<file path="config.mk">
export PLATFORM = sky130hd
export DESIGN_NAME = vramCpuPort
export DESIGN_NICKNAME = d
export VERILOG_FILES = /design/src/rtl/vcp_pkg.sv /design/src/rtl/vcpSlotTimer.sv /design/src/rtl/vcpCtrl.sv /design/src/rtl/vcpDatapath.sv /design/src/rtl/vramCpuPort.sv
export SDC_FILE = /design/constraint.sdc
export NUM_CORES = 1
export LEC_CHECK = 0
export BUFFER_PORTS_ARGS = -buffer_cell sky130_fd_sc_hd__clkbuf_2
export CELL_PAD_IN_SITES_DETAIL_PLACEMENT = 0
export CELL_PAD_IN_SITES_GLOBAL_PLACEMENT = 1
export CORE_ASPECT_RATIO = 0.9
export CORE_MARGIN = 2
export CORE_UTILIZATION = 45
export DETAILED_ROUTE_END_ITERATION = 10
export PLACE_DENSITY_LB_ADDON = 0.1
export SYNTH_ARGS = -nofsm -noshare
export SYNTH_HDL_FRONTEND = slang
export SYNTH_HIERARCHICAL = 1
export SYNTH_SLANG_ARGS = --single-unit
</file>
<file path="constraint.sdc">
create_clock -name clk -period 4 [get_ports clk]
set_input_delay 0.6 -clock clk [delete_from_list [all_inputs] [get_ports clk]]
set_output_delay 0.6 -clock clk [all_outputs]
set_load 0.005 [all_outputs]
</file>
<file path="src/rtl/vcp_pkg.sv">
package vcp_pkg;
  localparam int DATA_W = 8;
  localparam int MODE_BIT = 6;

  typedef enum logic [1:0] {OP_NONE, OP_RD, OP_WR} pendOp_t;

  typedef struct packed {
    logic ldLow;
    logic ldAddr;
    logic ldBuf;
    logic issue;
    logic incAddr;
    logic ldRead;
  } dpStrobe_t;
endpackage

</file>
<file path="src/rtl/vcpSlotTimer.sv">
module vcpSlotTimer #(
  parameter int WINDOW_CYC = 12,
  parameter int TEXT_SLOTS = 3,
  parameter int GFX_SLOTS = 2
) (
  input  logic clk,
  input  logic rstN,
  input  logic textMode,
  output logic slot
);
  localparam int TEXT_PER = WINDOW_CYC / TEXT_SLOTS;
  localparam int GFX_PER = WINDOW_CYC / GFX_SLOTS;
  localparam int MAX_PER = (TEXT_PER > GFX_PER) ? TEXT_PER : GFX_PER;
  localparam int CNT_W = $clog2(MAX_PER + 1);
  localparam logic [CNT_W-1:0] TEXT_LAST = CNT_W'(TEXT_PER - 1);
  localparam logic [CNT_W-1:0] GFX_LAST = CNT_W'(GFX_PER - 1);

  logic [CNT_W-1:0] cnt;
  logic [CNT_W-1:0] lastCnt;

  assign lastCnt = textMode ? TEXT_LAST : GFX_LAST;
  assign slot = (cnt == '0);

  always_ff @(posedge clk) begin
    if (!rstN) cnt <= '0;
    else if (cnt >= lastCnt) cnt <= '0;
    else cnt <= cnt + CNT_W'(1);
  end

  // Slots are never adjacent, since each period is at least two clocks.
  assert_slot_gap_R9: assert property (@(posedge clk) disable iff (!rstN)
    slot |=> !slot);
endmodule

</file>
<file path="src/rtl/vcpCtrl.sv">
module vcpCtrl
  import vcp_pkg::*;
(
  input  logic      clk,
  input  logic      rstN,
  input  logic      cpuWrEn,
  input  logic      cpuRdEn,
  input  logic      cpuSel,
  input  logic      modeBit,
  input  logic      slot,
  input  logic      vramAck,
  output dpStrobe_t strb,
  output logic      vramReq,
  output logic      vramWe,
  output logic      overrun
);
  logic     hiPhase;
  logic     wrMode;
  logic     stale;
  pendOp_t  pendOp;
  logic     ctlWr, datWr, datRd, cpuAny, issueOk, ackDone, keep;

  always_comb begin
    ctlWr   = cpuWrEn && cpuSel;
    datWr   = cpuWrEn && !cpuSel;
    datRd   = cpuRdEn && !cpuSel;
    cpuAny  = cpuWrEn || cpuRdEn;
    issueOk = slot && (pendOp != OP_NONE) && !vramReq && !cpuAny;
    ackDone = vramReq && vramAck;
    strb = '0;
    strb.ldLow  = ctlWr && !hiPhase;
    strb.ldAddr = ctlWr && hiPhase;
    strb.ldBuf  = datWr;
    strb.issue  = issueOk;
    keep = ackDone && !stale && !strb.ldAddr;
    strb.incAddr = keep;
    strb.ldRead  = keep && !vramWe;
  end

  always_ff @(posedge clk) begin
    if (!rstN) begin
      hiPhase <= 1'b0;
      wrMode  <= 1'b0;
      stale   <= 1'b0;
      pendOp  <= OP_NONE;
      vramReq <= 1'b0;
      vramWe  <= 1'b0;
      overrun <= 1'b0;
    end else begin
      if (ctlWr) hiPhase <= !hiPhase;

      if (strb.ldAddr) begin
        wrMode  <= modeBit;
        overrun <= 1'b0;
        pendOp  <= modeBit ? OP_NONE : OP_RD;
      end else if (datWr) begin
        if (pendOp == OP_WR) overrun <= 1'b1;
        pendOp <= OP_WR;
      end else if (datRd && !wrMode && pendOp != OP_WR) begin
        pendOp <= OP_RD;
      end else if (issueOk) begin
        pendOp <= OP_NONE;
      end

      // A transaction that is in flight when the address is reloaded must not
      // touch the new address or the buffer.
      if (strb.ldAddr) stale <= vramReq && !vramAck;
      else if (ackDone) stale <= 1'b0;

      if (issueOk) begin
        vramReq <= 1'b1;
        vramWe  <= (pendOp == OP_WR);
      end else if (ackDone) begin
        vramReq <= 1'b0;
      end
    end
  end

  assert_req_hold_R10: assert property (@(posedge clk) disable iff (!rstN)
    (vramReq && !vramAck) |=> vramReq);
  assert_req_on_slot_R9: assert property (@(posedge clk) disable iff (!rstN)
    $rose(vramReq) |-> $past(slot));
  assert_overrun_cause_R8: assert property (@(posedge clk) disable iff (!rstN)
    $rose(overrun) |-> $past(cpuWrEn && !cpuSel));
  assert_req_drop_R10: assert property (@(posedge clk) disable iff (!rstN)
    (vramReq && vramAck) |=> !vramReq);
endmodule

</file>
<file path="src/rtl/vcpDatapath.sv">
module vcpDatapath
  import vcp_pkg::*;
#(
  parameter int ADDR_W = 14
) (
  input  logic              clk,
  input  logic              rstN,
  input  dpStrobe_t         strb,
  input  logic [DATA_W-1:0] cpuWrData,
  input  logic [DATA_W-1:0] vramRdData,
  input  logic              vramReq,
  input  logic              vramAck,
  output logic [DATA_W-1:0] cpuRdData,
  output logic [ADDR_W-1:0] vramAddr,
  output logic [DATA_W-1:0] vramWrData
);
  localparam int HI_W = ADDR_W - DATA_W;
  localparam logic [ADDR_W-1:0] ADDR_ONE = ADDR_W'(1);

  logic [DATA_W-1:0] lowByte;
  logic [DATA_W-1:0] bufByte;
  logic [ADDR_W-1:0] addr;

  assign cpuRdData = bufByte;

  always_ff @(posedge clk) begin
    if (!rstN) begin
      lowByte    <= '0;
      bufByte    <= '0;
      addr       <= '0;
      vramAddr   <= '0;
      vramWrData <= '0;
    end else begin
      if (strb.ldLow) lowByte <= cpuWrData;
      if (strb.ldAddr) addr <= {cpuWrData[HI_W-1:0], lowByte};
      else if (strb.incAddr) addr <= addr + ADDR_ONE;
      if (strb.ldBuf) bufByte <= cpuWrData;
      else if (strb.ldRead) bufByte <= vramRdData;
      if (strb.issue) begin
        vramAddr   <= addr;
        vramWrData <= bufByte;
      end
    end
  end

  assert_addr_stable_R10: assert property (@(posedge clk) disable iff (!rstN)
    (vramReq && !vramAck) |=> $stable(vramAddr));
  assert_wdata_stable_R3: assert property (@(posedge clk) disable iff (!rstN)
    (vramReq && !vramAck) |=> $stable(vramWrData));
endmodule

</file>
<file path="src/rtl/vramCpuPort.sv">
module vramCpuPort
  import vcp_pkg::*;
#(
  parameter int ADDR_W = 14,
  parameter int WINDOW_CYC = 12,
  parameter int TEXT_SLOTS = 3,
  parameter int GFX_SLOTS = 2
) (
  input  logic              clk,
  input  logic              rstN,
  input  logic              cpuWrEn,
  input  logic              cpuRdEn,
  input  logic              cpuSel,
  input  logic [DATA_W-1:0] cpuWrData,
  output logic [DATA_W-1:0] cpuRdData,
  input  logic              textMode,
  output logic              vramReq,
  output logic              vramWe,
  output logic [ADDR_W-1:0] vramAddr,
  output logic [DATA_W-1:0] vramWrData,
  input  logic [DATA_W-1:0] vramRdData,
  input  logic              vramAck,
  output logic              overrun
);
  dpStrobe_t strb;
  logic slot;

  vcpSlotTimer #(.WINDOW_CYC(WINDOW_CYC), .TEXT_SLOTS(TEXT_SLOTS), .GFX_SLOTS(GFX_SLOTS)) uTimer (
    .clk(clk), .rstN(rstN), .textMode(textMode), .slot(slot));

  vcpCtrl uCtrl (
    .clk(clk), .rstN(rstN), .cpuWrEn(cpuWrEn), .cpuRdEn(cpuRdEn), .cpuSel(cpuSel),
    .modeBit(cpuWrData[MODE_BIT]), .slot(slot), .vramAck(vramAck), .strb(strb),
    .vramReq(vramReq), .vramWe(vramWe), .overrun(overrun));

  vcpDatapath #(.ADDR_W(ADDR_W)) uData (
    .clk(clk), .rstN(rstN), .strb(strb), .cpuWrData(cpuWrData), .vramRdData(vramRdData),
    .vramReq(vramReq), .vramAck(vramAck), .cpuRdData(cpuRdData), .vramAddr(vramAddr),
    .vramWrData(vramWrData));
endmodule

</file>
Yosys cells after proc, flatten, opt, wreduce, memory -nomap -nowiden. Cells that the tools add are included.

$add $sub $neg: 2. $lt $le $gt $ge: 1. Equality and inequality tests: 2. Mux-type cells: 13. Bitwise logic cells: 1. Reduce and logical (&&, ||, !) cells: 35.

Operators by type and width (count): 14-bit two-way mux (2); 8-bit two-way mux (2); 1-bit logical AND (15); 14-bit by 1-bit adder with 14-bit output (second input constant) (1); 2-bit nonzero test (5); 1-bit zero test (9); 2-bit two-way mux (4); 1-bit two-way mux (4); 4-bit nonzero test (1); 2-bit OR reduction (2); 3-bit by 1-bit adder with 3-bit output (second input constant) (1); 3-bit greater-or-equal comparator (1); 3-bit zero test (1); 3-bit two-way mux (1); 2-bit equality test (second input constant) (1); 2-bit != test (second input constant) (1); 2-bit AND reduction (1); 1-bit logical OR (1); 1-bit inverter (1).

Flip-flop bits (word level): 63. Bits of input ports: 23. Output and inout port bits: 33. Word-level logic and storage cells: 67.

Longest topological paths before layout. Gate-level depths: netlist of the first run.

Word-level depth: 8. Mapped depth: 10. Mapped depth without buffers: 7.

By module. Netlist of the first run, hierarchy kept.

By module, submodules not included: vcpDatapath (times used 1, cells each 223, area each 2234.6 um2, seq. area each 1041.0 um2); vcpCtrl (times used 1, cells each 47, area each 416.6 um2, seq. area each 160.2 um2); vcpSlotTimer (times used 1, cells each 18, area each 186.4 um2, seq. area each 60.1 um2).

Least setup slack after synthesis of the first run. Ideal clock, no wire load.

Path type: in2reg. Start point: input cpuRdEn. End point: register uData.vramAddr[0]. Setup time: 0.116 ns. Arrival: 1.890 ns. Required time: 3.884 ns. Path slack: 1.994 ns. Stages: 7. Buffers on the path: 3. Cell sequence: nor4b_4 o21a_2 buf_4 clkbuf_1 buf_2 mux2i_1 nor2b_1.

Cells in the longest elaborated chain, start to end: 3.

Ends and longest elaborated chain: start, declared (RTL line vramCpuPort.sv:12) `input logic cpuRdEn,`; 1-bit logical OR (RTL line vcpCtrl.sv:27) `cpuAny = cpuWrEn || cpuRdEn;`; 1-bit zero test (RTL line vcpCtrl.sv:28) `issueOk = slot && (pendOp != OP_NONE) && !vramReq && !cpuAny;`; 1-bit logical AND (RTL line vcpCtrl.sv:28); net uCtrl.issueOk (RTL line vcpCtrl.sv:21) `logic ctlWr, datWr, datRd, cpuAny, issueOk, ackDone, keep;`; end signal, assigned (RTL line vcpDatapath.sv:40) `vramAddr <= addr;`; end, declared (RTL line vcpDatapath.sv:14) `output logic [ADDR_W-1:0] vramAddr,`.

The timed path passes the listed nets, and every way through them passes these cells. A chain may end at the register's enable or synchronous reset.

==> results.py, run 1 <==
metrics = {
    "placed_design": {
        "dp_cells": 412,
        "gp_congestion": 0.7656,
        "dp_hpwl_um": 4048,
        "dpl-instance-area_um2": 3120,
        "port_buffers": 55,
    },
    "sta": {
        "max_freq_mhz": 443.4,
        "slew_headroom_pct": 30.35,
        "fin_crit_sh_pct": 56.39,
        "skew_ns": 0.009042,
        "tightest_slew_ns": 1.043,
        "finalSetupViolations": 0,
        "period_minus_slack_ns": 2.256,
        "rsz0062_at_grt": "false",
        "hold_viol_final": 0,
        "drv_slew": 0,
        "fin_setup_tns_ns": 0,
    },
    "die": {
        "core_um2": 6115,
        "fp.dieW_um": 87.71,
        "row_count": 27,
        "ios": 56,
        "die_h_um": 79.34,
        "dieArea_um2": 6958,
        "start_util_pct": 46.41,
    },
    "yosys": {
        "synth-seq-cells": 63,
        "syn_area_um2": 2838,
        "synth_nets": 316,
        "yosysUniqueCellTypes": 39,
        "synth.avg_cell_area_um2": 9.853,
        "yosys_warnings": 6,
        "yosysSeqAreaShare_pct": 44.44,
        "syn_inst": 288,
    },
    "route": {
        "drtPass1Iterations": 4,
        "drc_errors": 0,
        "vias": 2111,
        "ant_nets": 0,
        "via_per_inst": 4.932,
        "drtIter0Drc": 131,
        "post_drt_wl_per_cell_um": 13.91,
        "wirelength_um": 5954,
    },
    "cells_and_area": {
        "fin_cells": 428,
        "nFillCells": 579,
        "layout-drive-gt1-share_pct": 23.75,
        "fin_nets": 364,
        "multi_input_area_um2": 1438,
        "diodes": 0,
        "regArea_um2": 1261,
        "final_util_pct": 55.00,
        "syn_to_final_growth_pct": 18.52,
        "fin_area_um2": 3363,
    },
    "global_route": {
        "grt_max_degree": 59,
        "grtUsageTotal_pct": 19.55,
        "grt_first_pass_wirelength_um": 10290,
        "overflow": 0,
        "grt_pass1_vias": 2083,
        "antenna_found_initial": 0,
    },
    "setup_path": {
        "reg2reg_slack_ns": 1.78,
        "required_ns": 4.23,
        "path_class": "primary input to register",
        "cp_top_family": "simple AND/OR/NAND/NOR gates",
        "rr_endpoint": "uData/addr[5]",
        "end_kind": "register",
        "timing.rr.start": "uCtrl/vramReq",
        "critPathSlowestCell": "nor3_1",
        "critPathBufInv": 2,
        "cp-start-kind": "primary input",
        "reg2reg_depth": 6,
        "arrival_ns": 2.48,
        "critical-path-max-stage-delay_ns": 0.64,
        "path_max_fanout": 11,
        "cp_cell_sequence": "clkbuf_2, nand3_2, inv_2, nor3_1, and3_1, nand4_1, xnor2_1, o211a_1",
    },
    "run_status": {
        "status": "finished clean",
    },
    "pwr": {
        "power_mw": 1.445,
        "p_per_area_nw_per_um2": 429.6,
        "power_leakage_nw": 1.363,
        "vdd_ir_drop_max_uv": 197.8,
    },
    "clock_network": {
        "path_clk_slew_ns": 0.07,
        "cts_sinks": 63,
        "clockBufferDepth": 2,
        "cts-resized-gates": 0,
        "tritoncts": "built",
        "htreeDepth": 3,
        "insertion_delay_ns": 0.34,
        "cts_setup_buffers": 0,
        "clock-root-buffer": "clkbuf_8",
        "hold_buffers": 0,
        "cts_buffers": 9,
    },
    "min_path": {
        "min_path_type": "register to register",
        "worstHoldEndpoint": "uCtrl/pendOp[1]",
        "holdPathStages": 2,
        "min_from": "uCtrl/pendOp[1]",
    },
    "flow_run": {
        "drv_cap": 0,
    },
}
==> registers in the layout (all words and copies together) (netlist names) <==
name,flops
uCtrl/hiPhase,1
uCtrl/overrun,1
uCtrl/pendOp,2
uCtrl/stale,1
uCtrl/vramReq,1
uCtrl/vramWe,1
uCtrl/wrMode,1
uData/addr,14
uData/cpuRdData,8
uData/lowByte,8
uData/vramAddr,14
uData/vramWrData,8
uTimer/cnt,3
==> cell usage in the layout (no fill, tap or decap), types with 2 or more instances in the layout <==
| cell type | count |
|---|---|
| o211a_1 | 4 |
| o21ai_0 | 19 |
| xor2_1 | 12 |
| clkbuf_8 | 13 |
| nor2_1 | 3 |
| and2_1 | 9 |
| a211oi_1 | 2 |
| mux2i_1 | 39 |
| a211oi_2 | 2 |
| nand2_1 | 22 |
| a21oi_1 | 12 |
| ha_1 | 5 |
| dfxtp_1 | 63 |
| xnor2_1 | 3 |
| nand4_1 | 7 |
| bufinv_16 | 2 |
| nor3_1 | 2 |
| nand3_1 | 3 |
| and3_1 | 3 |
| and4_1 | 2 |
| inv_1 | 7 |
| clkbuf_2 | 55 |
| nand2b_1 | 2 |
| nor2b_1 | 34 |
==> routing by layer <==
layer  track usage, %  vias up  wire, µm
met1            26.20      959      2947
met3            7.588        9       293
li1                 -     1092         -
met4            6.308        0        85
met5                0        -         0
met2            28.79       51      2627
==> cell usage after synthesis (all sizes together) <==
cell    instances  share of area [%]
a211oi          4                1.4
ha              5                2.2
nand3           4               0.88
nor4            1               0.22
inv             8                1.1
o21a            2               0.57
nand4           7                1.5
and4            2               0.62
a21o            1               0.26
mux2i          39                 14
a221oi          1               0.53
nand2          22                2.9
o211a           4                1.4
a21oi          12                2.1
o21ai          20                3.5
nor3            2               0.35
o22a            1               0.31
o41ai           1               0.31
nor2b          34                7.5
nand2b          2               0.44
clkbuf          7               0.93
or4b            1               0.48
xnor2           3               0.93
buf            12                3.1
and3            3               0.66
dfxtp          63                 44
and2           10                2.2
xor2           12                3.7
nor4b           2                1.1
nor2            3               0.40
==> how the worst max path moves through the flow <==
stage	slack, ns	endpoint	depth (start not counted)	startpoint
floorplan	1.99	uData/vramAddr[0]	7	cpuRdEn
global placement	1.50	uData/addr[5]	8	cpuWrEn
detailed placement	1.44	uData/addr[5]	8	cpuWrEn
CTS	1.78	uData/addr[5]	8	cpuWrEn
global route	1.56	uData/addr[5]	6	uCtrl/vramReq
finish	1.74	uData/addr[5]	8	cpuWrEn
==> power breakdown <==
group          leakage [nW]  total [mW]  internal (mW)  switching, mW
combinational         0.729       0.121         0.0576         0.0630
clock                 0.123       0.655          0.420          0.235
sequential            0.511       0.670          0.649         0.0201
==> stage by stage <==
step	worst slack (ns)	hold WS (ns)
finish	1.744	0.4897
global route	1.563	0.5094
CTS	1.778	0.4871
detailed placement	1.442	0.4776
global placement	1.503	0.4684
floorplan	1.994	0.4496
==> worst min-delay path: cells and delay by family (launching register included) <==
| kind | cells | cell delay [ns] |
|---|---|---|
| AOI/OAI and AO/OA | 1 | 0.06 |
| DFF | 1 | 0.33 |
| and+or+nand+nor | 1 | 0.06 |
==> kinds of logic after synthesis <==
kind of cell	Yosys count	share of synthesized area (%)
xor+xnor	15	4.630
compound gates	46	10.45
mux	39	13.76
simple gates	93	19.40
flops	63	44.44
fa+ha+maj	5	2.205
buf+inv	27	5.115
==> layout make-up <==
class                           instances  share of cell area (%)
Multi-Input combinational cell        198                   42.75
Sequential cell                        63                   37.50
Timing Repair Buffer                   56                   8.408
Clock buffer                           14                   5.432
Tap cell                               87                   3.237
Clock inverter                          2                   1.786
Inverter                                8                  0.8929
(Power assumes the default switching activity.)
==> inputs of run 2 (changes only) <==
CORE_UTILIZATION = 42   (was 45)
clock period = 2.15 ns   (was 4 ns; I/O delays follow)
==> run 2 against run 1 <==
Flip-flop and latch count did not move. Clock power increased by 51%. Final cell count increased by 2.8%. Combinational power up 93%. First-iteration DRC count decreased by 57%. Critical path depth is the same. Sequential power rose by 85%. Sequential share of layout area fell by 0.33 points. Clock-buffer cell count shrank 4. Wire length increased by 0.25%. Clock skew about the same. Worst hold slack got worse by 0.21 ns.
==> results.py, run 2 (same netlist as run 1, synthesis figures left out) <==
metrics = {
    "clock_network": {
        "tritoncts": "built",
        "clockBufferDepth": 2,
        "path_clk_slew_ns": 0.07,
        "cts_buffers": 9,
        "insertion_delay_ns": 0.34,
        "htreeDepth": 3,
        "cts_sinks": 63,
        "cts_setup_buffers": 0,
        "hold_buffers": 0,
        "clock-root-buffer": "clkbuf_8",
        "cts-resized-gates": 0,
    },
    "pwr": {
        "p_per_area_nw_per_um2": 727.1,
        "power_mw": 2.467,
        "power_leakage_nw": 1.386,
        "vdd_ir_drop_max_uv": 413.6,
    },
    "route": {
        "ant_nets": 0,
        "via_per_inst": 4.836,
        "post_drt_wl_per_cell_um": 13.57,
        "drtPass1Iterations": 4,
        "wirelength_um": 5969,
        "drc_errors": 0,
        "drtIter0Drc": 56,
        "vias": 2128,
    },
    "sta": {
        "fin_ws_ns": 0.3486,
        "tightest_slew_ns": 0.6351,
        "period_minus_slack_ns": 1.801,
        "slew_headroom_pct": 57.61,
        "whs_ns": 0.2757,
        "fin_crit_sh_pct": 83.78,
        "finalSetupViolations": 0,
        "skew_ns": 0.009073,
        "max_freq_mhz": 555.1,
        "drv_slew": 0,
        "hold_viol_final": 0,
        "rsz0062_at_grt": "false",
        "fin_setup_tns_ns": 0,
    },
    "cells_and_area": {
        "fin_area_um2": 3393,
        "layout-drive-gt1-share_pct": 25.71,
        "final_cell_mix": "dfxtp_1 (63), clkbuf_2 (55), mux2i_1 (39)",
        "syn_to_final_growth_pct": 19.58,
        "top_regs": "uData/addr (14), uData/vramAddr (14)",
        "layout_commonest_cell": "dfxtp_1",
        "diodes": 0,
        "fin_nets": 373,
    },
    "flow_run": {
        "drv_cap": 0,
    },
    "setup_path": {
        "end_kind": "register",
        "cp-start-kind": "register",
        "arrival_ns": 2.04,
        "path_class": "register to register",
        "reg2reg_depth": 8,
        "path_max_fanout": 7,
        "required_ns": 2.39,
    },
    "die": {
        "dieArea_um2": 7431,
        "ios": 56,
        "row_count": 28,
        "fp.dieW_um": 90.65,
        "start_util_pct": 43.32,
        "core_um2": 6551,
        "die_h_um": 81.98,
    },
    "placed_design": {
        "gp_congestion": 0.7928,
        "place_ws_ns": 0.2796,
        "port_buffers": 55,
        "dp_hpwl_um": 4347,
        "dpl-instance-area_um2": 3204,
    },
    "run_status": {
        "status": "finished clean",
    },
    "min_path": {
        "min_path_type": "primary input to register",
        "holdPathStages": 3,
    },
    "global_route": {
        "antenna_found_initial": 0,
        "grtUsageTotal_pct": 16.89,
        "grt_pass1_vias": 1954,
        "grt_first_pass_wirelength_um": 9749,
        "grt_max_degree": 31,
        "overflow": 0,
    },
}
run 2: per-stage QoR:
step / cells / util [%]
after floorplan: 288 / -
after global placement: 424 / 48.91
after detailed placement: 424 / 48.91
after CTS: 440 / 51.80
after global routing: 440 / 51.80
final: 440 / 51.80
run 2: final timing paths:
path | startpoint | end | slack (ns)
min reg2reg | uCtrl/pendOp[1] | uCtrl/pendOp[1] | 0.48
max | uTimer/cnt[0] | uData/vramWrData[0] | 0.35
min | cpuWrData[7] | uData/lowByte[7] | 0.28
max reg2reg | uTimer/cnt[0] | uData/vramWrData[0] | 0.35
run 2: metal layers:
| layer | vias up | wire length, µm | GRT usage [%] |
|---|---|---|---|
| li1 | 1108 | - | - |
| met1 | 972 | 3027 | 22.69 |
| met2 | 43 | 2629 | 25.97 |
| met3 | 5 | 249 | 5.596 |
| met4 | 0 | 62 | 5.077 |
| met5 | - | 0 | 0 |
run 2: power by group:
part / switching, mW / internal [mW] / leakage [nW]
Sequential: 0.0355 / 1.21 / 0.511
Clock: 0.459 / 0.531 / 0.0960
Combinational: 0.118 / 0.116 / 0.778
Total: 0.612 / 1.85 / 1.39
run 2: layout make-up:
class                           count  area (µm²)
Clock buffer                       10       127.6
Clock inverter                      6       61.31
Fill cell                         622        3158
Inverter                            8       30.03
Multi-Input combinational cell    198        1438
Sequential cell                    63        1261
Tap cell                           90       112.6
Timing Repair Buffer               65       362.8
run 2: worst max-delay path, stage by stage (launching register included):
cell and delay, ns:
dfxtp_1 0.34, inv_1 0.06, ha_1 0.13, nor2b_1 0.12, nor4b_4 0.32, o21a_2 0.24, buf_4 0.20, mux2i_1 0.21
nor2b_1 0.06
==> inputs of run 3 (changes only) <==
clock period = 1.69 ns   (was 2.15 ns; I/O delays follow)
==> run 3 against run 2 <==
Sequential power grew 27%. Maximum frequency increased by 7.2%. Total power rose by 34%. Non-clock buffer count is 17 higher. Clock-buffer cell count rose by 3. Worst hold slack worse by 0.062 ns. Sequential share of layout area shrank 2.3 points. Setup slack worse by 0.34 ns. Register-to-register slack worse by 0.34 ns. Combinational power rose by 51%. Final cell count rose by 3.9%.
==> results.py, run 3 (same netlist as run 1, synthesis figures left out) <==
metrics = {
    "global_route": {
        "grt_max_degree": 24,
        "grt_pass1_vias": 1989,
        "grtUsageTotal_pct": 17.36,
        "grt_first_pass_wirelength_um": 9977,
        "overflow": 0,
        "antenna_found_initial": 0,
    },
    "sta": {
        "tightest_slew_ns": 0.4422,
        "rsz0062_at_grt": "true",
        "slew_headroom_pct": 70.52,
        "finalSetupViolations": 0,
        "max_freq_mhz": 595.2,
        "drv_slew": 0,
        "period_minus_slack_ns": 1.680,
        "fin_setup_tns_ns": 0,
        "hold_viol_final": 0,
        "skew_ns": 0.004326,
        "fin_crit_sh_pct": 99.42,
    },
    "setup_path": {
        "path_class": "register to register",
        "reg2reg_depth": 8,
        "critPathSlowestCell": "dfxtp_2",
        "end_kind": "register",
        "cp_top_family": "simple AND/OR/NAND/NOR gates",
        "cp_cell_sequence": "inv_1, ha_1, nor2b_4, nor4b_4, o21a_4, clkbuf_16, mux2i_1, nor2b_1",
        "timing.rr.start": "uTimer/cnt[0]",
        "reg2reg_slack_ns": 0.01,
        "path_max_fanout": 6,
        "critPathBufInv": 2,
        "critical-path-max-stage-delay_ns": 0.34,
        "rr_endpoint": "uData/vramAddr[5]",
        "startpoint": "uTimer/cnt[0]",
        "required_ns": 1.93,
        "path_depth": 8,
        "cp-start-kind": "register",
        "arrival_ns": 1.92,
        "worstSetupEndpoint": "uData/vramAddr[5]",
    },
    "cells_and_area": {
        "fin_nets": 390,
        "diodes": 0,
        "top_regs": "uData/addr (14), uData/vramAddr (14)",
        "final_cell_mix": "dfxtp_1 (61), clkbuf_2 (55), mux2i_1 (38)",
        "fin_cells": 457,
        "layout-drive-gt1-share_pct": 31.06,
        "layout_commonest_cell": "dfxtp_1",
        "fin_area_um2": 3625,
        "syn_to_final_growth_pct": 27.73,
    },
    "clock_network": {
        "cts_buffers": 9,
        "clock-root-buffer": "clkbuf_8",
        "path_clk_slew_ns": 0.07,
        "cts_sinks": 63,
        "tritoncts": "built",
        "hold_buffers": 0,
        "clockBufferDepth": 2,
        "htreeDepth": 3,
        "insertion_delay_ns": 0.34,
    },
    "pwr": {
        "switchingPower_mw": 0.7943,
        "clkPwrFrac_pct": 41.5,
        "switching_share_pct": 23.96,
        "p_int_mw": 2.521,
        "pwr-share-seq_pct": 47.8,
        "p_per_area_nw_per_um2": 914.5,
        "vdd_ir_drop_max_uv": 491.0,
        "power_leakage_nw": 1.508,
        "p_comb_share_pct": 10.7,
        "power_mw": 3.315,
    },
    "placed_design": {
        "dp_cells": 435,
        "port_buffers": 55,
        "dp_hpwl_um": 4312,
        "dpl-instance-area_um2": 3306,
        "gp_congestion": 0.7729,
    },
    "flow_run": {
        "drv_cap": 0,
    },
    "route": {
        "post_drt_wl_per_cell_um": 14.16,
        "via_per_inst": 4.827,
        "wirelength_um": 6469,
        "drtIter0Drc": 110,
        "drtPass1Iterations": 4,
        "drc_errors": 0,
        "ant_nets": 0,
        "vias": 2206,
    },
    "die": {
        "row_count": 28,
        "dieArea_um2": 7431,
        "start_util_pct": 43.32,
        "core_um2": 6551,
        "die_h_um": 81.98,
        "fp.dieW_um": 90.65,
        "ios": 56,
    },
    "min_path": {
        "min_path_type": "primary input to register",
    },
    "run_status": {
        "status": "finished clean",
    },
}
run 3: area by class of cell:
class	instances	area, µm²
Tap cell	90	112.6
Multi-Input combinational cell	198	1468
Clock inverter	3	40.04
Sequential cell	63	1264
Inverter	8	30.03
Clock buffer	13	168.9
Timing Repair Buffer	82	541.8
Fill cell	642	2927
run 3: how the worst min path moves through the flow:
stage,start,endpoint,slack (ns),cells past startpoint
after floorplan,cpuWrEn,uCtrl/pendOp[0],0.35,1
after global placement,uTimer/cnt[0],uTimer/cnt[0],0.43,1
after detailed placement,uTimer/cnt[0],uTimer/cnt[0],0.43,1
after CTS,cpuWrData[7],uData/lowByte[7],0.20,3
after global routing,cpuWrData[6],uCtrl/wrMode,0.21,3
final,cpuWrData[6],uCtrl/wrMode,0.21,3
run 3: timing repair:
| item | 4_1_cts | 5_1_grt |
|---|---|---|
| buffers inserted | 0 | 3 |
| resized for setup | 0 | 8 |
| endpoints found under the setup margin | 0 | 26 |
run 3: stage by stage:
stage,setup slack (ns),hold WS (ns),utilization [%]
2_1_floorplan,-0.05856,0.3465,-
3_3_place_gp,0.05757,0.4262,50.46
3_5_place_dp,0.04298,0.4334,50.46
4_1_cts,0.02401,0.2021,53.65
5_1_grt,-0.08239,0.2104,55.33
6_report,0.009785,0.2135,55.33
run 3: tightest hold or removal path, delay by kind of cell:
| family | cells | cell delay, ns |
|---|---|---|
| AO/OA/AOI/OAI | 1 | 0.05 |
| AND/OR/NAND/NOR | 1 | 0.07 |
| buffers and inverters | 1 | 0.13 |
run 3: power groups by stage:
stage	clock network [mW]	logic, mW	registers (mW)
after floorplan	0	0.209	1.61
after global placement	0	0.319	1.61
after detailed placement	0	0.323	1.61
after CTS	1.41	0.324	1.58
after global routing	1.49	0.393	1.59
final	1.38	0.354	1.58
run 3: per-layer routing:
| layer | vias up | share of wire [%] | GRT usage, % |
|---|---|---|---|
| met4 | 0 | 1.2 | 5.077 |
| met3 | 7 | 4.8 | 6.514 |
| met5 | - | 0 | 0 |
| li1 | 1140 | - | - |
| met2 | 50 | 41 | 24.55 |
| met1 | 1009 | 54 | 24.53 |
